[src/rtl/uart_rx_pkg.sv]
package uart_rx_pkg;

    localparam int OVERSAMPLE = 16;

    typedef enum logic [2:0] {
        ST_IDLE   = 3'd0,
        ST_START  = 3'd1,
        ST_DATA   = 3'd2,
        ST_PARITY = 3'd3,
        ST_STOP1  = 3'd4,
        ST_STOP2  = 3'd5
    } rx_state_t;

endpackage

[src/rtl/uart_rx_baud.sv]
module uart_rx_baud #(
    parameter int DIV_W = 12
) (
    input  logic             clk,
    input  logic             rst_n,
    input  logic [DIV_W-1:0] baud_div,
    input  logic             restart,
    output logic             tick
);

    logic [DIV_W-1:0] div_cnt;

    // One tick every baud_div + 1 clocks; a restart realigns the phase to a start edge.
    assign tick = (div_cnt >= baud_div) && !restart;

    always_ff @(posedge clk or negedge rst_n) begin
        if (!rst_n) begin
            div_cnt <= '0;
        end else if (restart || tick) begin
            div_cnt <= '0;
        end else begin
            div_cnt <= div_cnt + 1'b1;
        end
    end

endmodule

[src/rtl/uart_rx_fsm.sv]
module uart_rx_fsm
    import uart_rx_pkg::*;
#(
    parameter int DATA_W = 8
) (
    input  logic              clk,
    input  logic              rst_n,
    input  logic              rxd_s,
    input  logic              fall,
    input  logic              tick,
    input  logic              eight_bits,
    input  logic              par_en,
    input  logic              par_odd,
    input  logic              two_stop,
    output logic              restart,
    output logic              char_done,
    output logic [DATA_W-1:0] char_data,
    output logic              char_perr,
    output logic              char_ferr
);

    localparam int CNT_W = $clog2(OVERSAMPLE);
    localparam int IDX_W = $clog2(DATA_W);
    localparam logic [CNT_W-1:0] MID_C  = CNT_W'(OVERSAMPLE / 2 - 1);
    localparam logic [CNT_W-1:0] LAST_C = CNT_W'(OVERSAMPLE - 1);
    localparam logic [IDX_W-1:0] IDX_LONG  = IDX_W'(DATA_W - 1);
    localparam logic [IDX_W-1:0] IDX_SHORT = IDX_W'(DATA_W - 2);

    rx_state_t         state_q, state_d;
    logic [CNT_W-1:0]  smp_cnt;
    logic [IDX_W-1:0]  bit_idx;
    logic [DATA_W-1:0] shreg;
    logic              perr_q;
    logic              at_mid, at_end, last_bit;

    assign at_mid   = (smp_cnt == MID_C);
    assign at_end   = (smp_cnt == LAST_C);
    assign last_bit = (bit_idx == (eight_bits ? IDX_LONG : IDX_SHORT));

    // Short mode: data sits in the upper bits after one shift fewer; realign, zero the top bit.
    assign char_data = eight_bits ? shreg : {1'b0, shreg[DATA_W-1:1]};
    assign char_perr = perr_q;
    assign char_ferr = ~rxd_s;

    // State register
    always_ff @(posedge clk or negedge rst_n) begin
        if (!rst_n) begin
            state_q <= ST_IDLE;
        end else begin
            state_q <= state_d;
        end
    end

    // Next state and control outputs
    always_comb begin
        state_d   = state_q;
        restart   = 1'b0;
        char_done = 1'b0;
        unique case (state_q)
            ST_IDLE: begin
                if (fall) begin
                    state_d = ST_START;
                    restart = 1'b1;
                end
            end
            ST_START: begin
                if (tick) begin
                    if (at_mid && rxd_s) begin
                        state_d = ST_IDLE;
                    end else if (at_end) begin
                        state_d = ST_DATA;
                    end
                end
            end
            ST_DATA: begin
                if (tick && at_end && last_bit) begin
                    state_d = par_en ? ST_PARITY : ST_STOP1;
                end
            end
            ST_PARITY: begin
                if (tick && at_end) begin
                    state_d = ST_STOP1;
                end
            end
            ST_STOP1: begin
                if (tick) begin
                    if (at_mid) begin
                        char_done = 1'b1;
                        if (!two_stop) begin
                            state_d = ST_IDLE;
                        end
                    end else if (at_end) begin
                        state_d = ST_STOP2;
                    end
                end
            end
            ST_STOP2: begin
                if (tick && at_mid) begin
                    state_d = ST_IDLE;
                end
            end
            default: state_d = ST_IDLE;
        endcase
    end

    // Sample counter, bit index, shift register, parity result
    always_ff @(posedge clk or negedge rst_n) begin
        if (!rst_n) begin
            smp_cnt <= '0;
            bit_idx <= '0;
            shreg   <= '0;
            perr_q  <= 1'b0;
        end else begin
            if (state_q == ST_IDLE) begin
                smp_cnt <= '0;
            end else if (tick) begin
                smp_cnt <= smp_cnt + 1'b1;
            end
            if (state_q == ST_START) begin
                bit_idx <= '0;
                perr_q  <= 1'b0;
            end
            if (state_q == ST_DATA && tick) begin
                if (at_mid) begin
                    shreg <= {rxd_s, shreg[DATA_W-1:1]};
                end
                if (at_end) begin
                    bit_idx <= bit_idx + 1'b1;
                end
            end
            if (state_q == ST_PARITY && tick && at_mid) begin
                perr_q <= (^char_data) ^ rxd_s ^ par_odd;
            end
        end
    end

    AST_START_ABORT: assert property (@(posedge clk) disable iff (!rst_n)
        (state_q == ST_START && tick && at_mid && rxd_s) |=> (state_q == ST_IDLE));

endmodule

[src/rtl/uart_rx_buffer.sv]
module uart_rx_buffer #(
    parameter int DATA_W = 8
) (
    input  logic              clk,
    input  logic              rst_n,
    input  logic              char_done,
    input  logic [DATA_W-1:0] char_data,
    input  logic              char_perr,
    input  logic              char_ferr,
    input  logic              rd_strobe,
    input  logic              err_clear,
    output logic [DATA_W-1:0] rd_data,
    output logic              buf_full,
    output logic              err_overrun,
    output logic              err_parity,
    output logic              err_frame,
    output logic              rx_irq
);

    logic load, clr_flags;
    logic ovr_base, par_base, frm_base;

    // A read in the same cycle frees the buffer for the arriving character.
    assign load      = char_done && (!buf_full || rd_strobe);
    assign clr_flags = rd_strobe || err_clear;
    assign ovr_base  = err_overrun && !clr_flags;
    assign par_base  = err_parity  && !clr_flags;
    assign frm_base  = err_frame   && !clr_flags;

    always_ff @(posedge clk or negedge rst_n) begin
        if (!rst_n) begin
            rd_data     <= '0;
            buf_full    <= 1'b0;
            err_overrun <= 1'b0;
            err_parity  <= 1'b0;
            err_frame   <= 1'b0;
            rx_irq      <= 1'b0;
        end else begin
            rx_irq <= load;
            if (load) begin
                rd_data     <= char_data;
                buf_full    <= 1'b1;
                err_overrun <= ovr_base;
                err_parity  <= par_base | char_perr;
                err_frame   <= frm_base | char_ferr;
            end else begin
                if (rd_strobe) begin
                    buf_full <= 1'b0;
                end
                err_overrun <= ovr_base | char_done;
                err_parity  <= par_base;
                err_frame   <= frm_base;
            end
        end
    end

    AST_IRQ_WITH_FULL: assert property (@(posedge clk) disable iff (!rst_n)
        rx_irq |-> buf_full);

    AST_READ_EMPTIES: assert property (@(posedge clk) disable iff (!rst_n)
        (rd_strobe && !char_done) |=> !buf_full);

    AST_OVERRUN_KEEPS: assert property (@(posedge clk) disable iff (!rst_n)
        (char_done && buf_full && !rd_strobe) |=> (err_overrun && $stable(rd_data) && !rx_irq));

    AST_CLEAR_FLAGS: assert property (@(posedge clk) disable iff (!rst_n)
        (err_clear && !char_done) |=> (!err_overrun && !err_parity && !err_frame));

endmodule

[src/rtl/uart_rx_buffered.sv]
module uart_rx_buffered
    import uart_rx_pkg::*;
#(
    parameter int DATA_W = 8,
    parameter int DIV_W  = 12,
    parameter int SYNC_STAGES = 2
) (
    input  logic              clk,
    input  logic              rst_n,
    input  logic              rxd_in,
    input  logic              fmt_eight_bits,
    input  logic              fmt_parity_en,
    input  logic              fmt_parity_odd,
    input  logic              fmt_two_stop,
    input  logic [DIV_W-1:0]  baud_div,
    input  logic              rd_strobe,
    input  logic              err_clear,
    output logic [DATA_W-1:0] rd_data,
    output logic              buf_full,
    output logic              err_overrun,
    output logic              err_parity,
    output logic              err_frame,
    output logic              rx_irq
);

    logic [SYNC_STAGES-1:0] sync_q;
    logic                   rxd_prev;
    logic                   rxd_s, fall, tick, restart;
    logic                   char_done, char_perr, char_ferr;
    logic [DATA_W-1:0]      char_data;

    // Input synchroniser with idle-high reset, plus a delayed copy for edge detection
    always_ff @(posedge clk or negedge rst_n) begin
        if (!rst_n) begin
            sync_q   <= '1;
            rxd_prev <= 1'b1;
        end else begin
            sync_q   <= {sync_q[SYNC_STAGES-2:0], rxd_in};
            rxd_prev <= sync_q[SYNC_STAGES-1];
        end
    end

    assign rxd_s = sync_q[SYNC_STAGES-1];
    assign fall  = rxd_prev && !rxd_s;

    uart_rx_baud #(.DIV_W(DIV_W)) baud_i (
        .clk      (clk),
        .rst_n    (rst_n),
        .baud_div (baud_div),
        .restart  (restart),
        .tick     (tick)
    );

    uart_rx_fsm #(.DATA_W(DATA_W)) fsm_i (
        .clk        (clk),
        .rst_n      (rst_n),
        .rxd_s      (rxd_s),
        .fall       (fall),
        .tick       (tick),
        .eight_bits (fmt_eight_bits),
        .par_en     (fmt_parity_en),
        .par_odd    (fmt_parity_odd),
        .two_stop   (fmt_two_stop),
        .restart    (restart),
        .char_done  (char_done),
        .char_data  (char_data),
        .char_perr  (char_perr),
        .char_ferr  (char_ferr)
    );

    uart_rx_buffer #(.DATA_W(DATA_W)) buf_i (
        .clk         (clk),
        .rst_n       (rst_n),
        .char_done   (char_done),
        .char_data   (char_data),
        .char_perr   (char_perr),
        .char_ferr   (char_ferr),
        .rd_strobe   (rd_strobe),
        .err_clear   (err_clear),
        .rd_data     (rd_data),
        .buf_full    (buf_full),
        .err_overrun (err_overrun),
        .err_parity  (err_parity),
        .err_frame   (err_frame),
        .rx_irq      (rx_irq)
    );

endmodule

[config.mk]
export PLATFORM = sky130hd
export DESIGN_NAME = uart_rx_buffered
export DESIGN_NICKNAME = d
export VERILOG_FILES = /design/src/rtl/uart_rx_pkg.sv /design/src/rtl/uart_rx_baud.sv /design/src/rtl/uart_rx_fsm.sv /design/src/rtl/uart_rx_buffer.sv /design/src/rtl/uart_rx_buffered.sv
export SDC_FILE = /design/constraint.sdc
export NUM_CORES = 1
export LEC_CHECK = 0
export ABC_AREA = 1
export BUFFER_PORTS_ARGS = -buffer_cell sky130_fd_sc_hd__buf_2
export CORE_ASPECT_RATIO = 1.75
export CORE_UTILIZATION = 50
export DETAILED_ROUTE_END_ITERATION = 12
export GPL_TIMING_DRIVEN = 0
export HOLD_SLACK_MARGIN = 0.03
export PLACE_DENSITY = 0.73
export SLEW_MARGIN = 10
export SYNTH_ARGS = -nofsm -noshare
export SYNTH_HDL_FRONTEND = slang
export SYNTH_HIERARCHICAL = 1
export SYNTH_SLANG_ARGS = --single-unit
[constraint.sdc]
create_clock -name clk -period 2.5 [get_ports clk]
set_input_delay 0.125 -clock clk [delete_from_list [all_inputs] [get_ports clk]]
set_output_delay 0.125 -clock clk [all_outputs]
set_load 0.05 [all_outputs]
==> impl_metrics.yaml, run 1 <==
synthesis:
  yosysTopAreaCell: "dfrtp_1"
  synth.area.top_cells: "dfrtp_1 (38%), nand2_1 (16%), inv_1 (6.9%)"
  synth_seq_cells: 47
  synthMuxAreaShare_pct: 0.347
  async_flop_share_pct: 100
  netlist.area_leader.share_pct: 38.1
  synthCells: 381
  syn_area_um2: 2890
  synth-compound-area-share_pct: 6.54
  synth_xor_area_share_pct: 2.43
  yosysWarnings: 6
  ys.flop_type: "dfrtp_1"
  synth.avg_cell_area_um2: 7.58
  yosys.area_share.simple_pct: 32.8
  synth_enable_flop_cells: 0
  synth_top_family_by_area: "simple AND/OR/NAND/NOR gates"
  synth_cell_types: 36
  yosysSeqAreaShare_pct: 40.9
  synthesis.nets: 417
  synth_adder_area_share_pct: 6.50
detailed_routing:
  finalWirelength_um: 5600
  via_per_inst: 4.80
  firstDrtPassIters: 6
  drt_iter0_markers: 37
  ant_nets: 0
  vias: 2430
  drc: 0
  routedWlPerCell_um: 11.1
critical_path:
  critical_path_arrival_ns: 2.67
  endpoint_kind: "flop"
  crit_path_max_fanout: 10
  path_class: "flop to flop"
  worst-r2r-setup-slack_ns: 0.08
  worstSetupStartpointType: "flop"
  crit_required_ns: 2.75
  rr_endpoint: "buf_i/rd_data[5]$_DFFE_PN0P_"
  r2r_cells: 14
  r2r_start: "baud_i/div_cnt[8]$_DFF_PN0_"
power:
  finalPower_mw: 1.97
  power.leakage_nw: 1.84
  p_per_area_nw_per_um2: 587
  ir_drop_mv: 0.321
sta:
  maxSlewHeadroom_pct: 33.4
  setup_viol: 0
  slew_viol_final: 0
  clock_skew_ns: 0.00483
  min_period_ns: 2.42
  tightest_slew_ns: 0.999
  hold_viol_final: 0
  period_share_pct: 96.9
  setup_tns_ns: 0
  worst_slack_ns: 0.0773
  fmax_mhz: 413
flow_run:
  drv_cap: 0
hold_path:
  min-delay-start: "err_clear"
  min_to: "buf_i/err_overrun$_DFF_PN0_"
  holdPathStages: 4
  hp-class: "input pin to flop"
run_status:
  status: "finished clean"
placement:
  dp_hpwl_um: 4320
  gp_congestion: 0.826
  io_buffers: 32
  dp_cells: 489
  dpl_worst_slack_ns: -0.274
clock_network:
  cts_tree: "done"
  cts_buffers: 5
  clkTransAtPathRegs_ns: 0.08
  clock_sinks: 47
  clk_latency_ns: 0.31
  cts_root_buf: "clkbuf_8"
  clk_path_buf_depth: 2
  h-tree-depth: 2
floorplan:
  num_rows: 36
  dieArea_um2: 6100
  initial_core_util_pct: 51.7
  core_um2: 5590
  die_h_um: 103
  die_w_um: 59.5
  io_pins: 34
grt:
  grt_first_pass_wirelength_um: 9290
  grt_max_degree: 48
  grt_pass1_vias: 2289
  grt_overflow_total: 0
  grt_util_all_layers_pct: 20.1
  antenna_found_initial: 0
finish:
  layout-drive-gt1-share_pct: 22.8
  nFillCells: 572
  diodes: 0
  stdcell_count: 506
  nets: 465
  area_growth_pct: 16.2
==> worst max path at each step <==
stage | startpoint | to | slack (ns)
2_1_floorplan | baud_i/div_cnt[11]$_DFF_PN0_ | buf_i/rd_data[0]$_DFFE_PN0P_ | 0.15
3_3_place_gp | baud_i/div_cnt[11]$_DFF_PN0_ | buf_i/rd_data[1]$_DFFE_PN0P_ | -0.30
3_5_place_dp | baud_i/div_cnt[11]$_DFF_PN0_ | buf_i/rd_data[1]$_DFFE_PN0P_ | -0.27
4_1_cts | baud_i/div_cnt[11]$_DFF_PN0_ | fsm_i/shreg[1]$_DFFE_PN0P_ | 0.04
5_1_grt | baud_i/div_cnt[10]$_DFF_PN0_ | fsm_i/state_q[0]$_DFFE_PN0P_ | -0.07
6_report | baud_i/div_cnt[8]$_DFF_PN0_ | buf_i/rd_data[5]$_DFFE_PN0P_ | 0.08
==> kinds of logic after synthesis <==
logic type	Yosys count
and+or+nand+nor	214
DFF	47
xor gates and xnor gates	8
AOI/OAI and AO/OA	29
buffers and inverters	67
adders and majority gates	15
muxes	1
==> worst max-delay path, cell delays in order, from the launching register on <==
cell     delay, ns
dfrtp_1       0.41
ha_1          0.28
nand2_1       0.06
nor2_2        0.15
nand2_1       0.08
nor2_1        0.09
nand2_1       0.10
a21oi_1       0.16
buf_4         0.19
nand3_4       0.11
nor4_4        0.27
buf_4         0.18
buf_6         0.14
nand3_1       0.08
nand2_1       0.08
==> state kept, by name, summed over array words and instances (netlist names) <==
signal / cells
baud_i/div_cnt: 12
buf_i/rd_data: 8
fsm_i/shreg: 8
fsm_i/smp_cnt: 4
fsm_i/bit_idx: 3
fsm_i/state_q: 3
sync_q: 2
buf_i/buf_full: 1
buf_i/err_frame: 1
buf_i/err_overrun: 1
buf_i/err_parity: 1
buf_i/rx_irq: 1
fsm_i/char_perr: 1
rxd_prev: 1
==> metal layers <==
layer	vias up	wire [um]	part of all wire, %	global-route usage, %
met5	-	0	0	0
met1	1111	2110	38	19.5
met3	11	122	2.2	3.76
met4	0	104	1.9	7.14
met2	29	3270	58	40.2
li1	1279	-	-	-
==> what timing repair did <==
item	4_1_cts	5_1_grt
setup endpoints to repair	13	19
pin swaps	0	7
hold buffers	2	0
hold endpoints to repair	2	0
resized for setup	3	9
buffers inserted	0	6
gates cloned	0	1
==> where the power goes <==
part / switching, mW / internal [mW] / total (mW)
Combinational: 0.366 / 0.231 / 0.597
Clock: 0.255 / 0.196 / 0.450
Sequential: 0.0928 / 0.829 / 0.922
Total: 0.713 / 1.26 / 1.97
==> synthesized netlist by cell type, drive strengths merged (2+ instances only) <==
cell and count:
nand2 134, inv 58, dfrtp 44, nand3 33, nor2 33, o21ai 17, ha 15, buf 8
nor3 8, a21oi 7, xor2 5, dfstp 3, xnor2 3, a31oi 2, nand4 2, o211ai 2
or2 2
==> area by class of cell <==
cell class / instances / area (um2) / share of cell area, %
inverters: 59 / 221 / 6.60
flip-flops and latches: 47 / 1180 / 35.2
well taps: 76 / 95.1 / 2.83
clock buffers: 6 / 72.6 / 2.16
repair buffers: 40 / 229 / 6.82
plain buffers: 8 / 86.3 / 2.57
multi-input cells: 268 / 1460 / 43.5
clock inverters: 2 / 12.5 / 0.373
==> stage by stage <==
stage,utilization [%],cell area (um2),hold slack [ns]
floorplan,-,2890,-0.171
global placement,56.3,3140,0.229
detailed placement,56.3,3140,0.231
CTS,58.5,3270,0.0838
global route,60.1,3360,0.106
finish,60.1,3360,0.0942
==> placed cells by master, fill, tap and decap left out, types with 6 or more instances in the layout <==
master and n:
buf_4 7, inv_1 53, nand3_1 28, nand2_1 125, dfrtp_1 44, nand2_2 9, buf_6 6, buf_2 32
nor2_1 24, a21oi_1 6, ha_1 14, o21ai_2 8, nor3_1 6, nor2_2 8
No activity file was read; power rests on OpenSTA's default activity.
==> run 2: changes to the inputs <==
==> constraint.sdc (replaced) <==
create_clock -name clk -period 2.5 [get_ports clk]
set_input_delay 0.25 -clock clk [delete_from_list [all_inputs] [get_ports clk]]
set_output_delay 0.25 -clock clk [all_outputs]
set_load 0.05 [all_outputs]
==> run 2 against run 1 <==
Non-clock buffer count shrank 1. Register-to-register slack is essentially flat. Largest cell class unchanged. Core utilization shrank 0.18 points. Final area shrank 0.30%. Clock-buffer cell count unchanged. Die area unchanged. Critical path depth is the same. Sequential power hardly changed. Critical path type unchanged.
==> impl_metrics.yaml, run 2 (synthesis gave the netlist of run 1 again) <==
critical_path:
  crit_required_ns: 2.75
  worst-r2r-setup-slack_ns: 0.08
  path_class: "flop to flop"
  crit_path_max_fanout: 10
  r2r_start: "baud_i/div_cnt[8]$_DFF_PN0_"
  worstSetupStartpointType: "flop"
  startpoint: "baud_i/div_cnt[8]$_DFF_PN0_"
  critical_path_arrival_ns: 2.67
  endpoint_kind: "flop"
detailed_routing:
  drt_iter0_markers: 47
  finalWirelength_um: 5590
  routedWlPerCell_um: 11.1
  ant_nets: 0
  drc: 0
  firstDrtPassIters: 4
  vias: 2422
  via_per_inst: 4.80
finish:
  nets: 464
  regMostFlops: "baud_i/div_cnt"
  area_growth_pct: 15.9
  final_common_cell: "nand2_1"
  stdcell_count: 505
  nFillCells: 571
  layout-drive-gt1-share_pct: 22.8
  reg_top3: "baud_i/div_cnt: 12 flops, buf_i/rd_data: 8 flops, fsm_i/shreg: 8 flops"
  postLayoutCoreUtil_pct: 59.9
  largest_reg_flops: 12
  mostFrequentLayoutCells: "nand2_1 (125), inv_1 (53), dfrtp_1 (44)"
  diodes: 0
flow_run:
  drv_cap: 0
floorplan:
  die_h_um: 103
  io_pins: 34
  core_um2: 5590
  initial_core_util_pct: 51.7
  num_rows: 36
  dieArea_um2: 6100
  die_w_um: 59.5
sta:
  period_share_pct: 96.9
  fmax_mhz: 413
  setup_viol: 0
  clock_skew_ns: 0.00481
  slew_viol_final: 0
  min_period_ns: 2.42
  maxSlewHeadroom_pct: 33.9
  tightest_slew_ns: 0.991
  hold_viol_final: 0
  whs_ns: 0.0990
placement:
  io_buffers: 32
  dp_hpwl_um: 4320
  dp_cells: 489
  gp_congestion: 0.826
clock_network:
  cts_root_buf: "clkbuf_8"
  h-tree-depth: 2
  cts_buffers: 5
  cts_tree: "done"
  clk_latency_ns: 0.31
  clock_sinks: 47
  clk_path_buf_depth: 2
  clkTransAtPathRegs_ns: 0.08
power:
  finalPower_mw: 1.97
  ir_drop_mv: 0.321
  power.leakage_nw: 1.84
  p_per_area_nw_per_um2: 588
grt:
  grt_overflow_total: 0
  antenna_found_initial: 0
  grt_first_pass_wirelength_um: 9290
  grt_util_all_layers_pct: 20.1
  grt_pass1_vias: 2289
  grt_max_degree: 48
run_status:
  status: "finished clean"
hold_path:
  hp-class: "input pin to asynchronous set/reset pin"
## run 2: cell type report
type	instances	area [um2]	area share, %
buffer	8	86.3	2.58
inverter	59	221	6.62
tap	76	95.1	2.84
clock buffer	6	72.6	2.17
timing repair buffer	39	219	6.54
sequential	47	1180	35.3
clock inverter	2	12.5	0.374
multi-input combinational	268	1460	43.6
## run 2: report_power, final
part | switching, mW | total [mW] | internal [mW]
Combinational | 0.365 | 0.595 | 0.230
Clock | 0.254 | 0.450 | 0.196
Sequential | 0.0926 | 0.922 | 0.829
## run 2: per-layer routing
layer  vias up  global-route usage (%)  wire length, um
li1       1277                       -                -
met1      1103                    19.5             2110
met2        31                    40.2             3240
met3        11                    3.76              132
met4         0                    7.14              104
met5         -                       0                0
## run 2: worst paths after layout
check	endpoint	cells after the start
max reg2reg	buf_i/rd_data[5]$_DFFE_PN0P_	14
max in group asynchronous	baud_i/div_cnt[8]$_DFF_PN0_	1
max	buf_i/rd_data[5]$_DFFE_PN0P_	14
min	fsm_i/shreg[0]$_DFFE_PN0P_	1
min reg2reg	sync_q[1]$_DFF_PN1_	0
min in group clk	buf_i/err_overrun$_DFF_PN0_	4
## run 2: stage by stage
step                TNS (ns)  cell area, um2  setup slack, ns
finish                     0            3350           0.0773
global route          -0.661            3350          -0.0721
CTS                        0            3260           0.0410
detailed placement     -2.61            3140           -0.274
global placement       -3.04            3140           -0.298
floorplan                  0            2890            0.149
## run 2: what timing repair did
| item | in CTS | in global routing |
|---|---|---|
| hold endpoints to repair | 1 | 0 |
| cloned | 0 | 1 |
| setup buffers | 0 | 6 |
| pin swaps | 0 | 7 |
| hold buffers | 1 | 0 |
| setup endpoints to repair | 13 | 19 |
| gates resized for setup | 3 | 9 |
## run 2: worst max-delay path: stages, from the launching register on
cell and delay [ns]:
dfrtp_1 0.41, ha_1 0.28, nand2_1 0.06, nor2_2 0.15
nand2_1 0.08, nor2_1 0.09, nand2_1 0.10, a21oi_1 0.16
buf_4 0.19, nand3_4 0.11, nor4_4 0.27, buf_4 0.18
buf_6 0.14, nand3_1 0.08, nand2_1 0.08
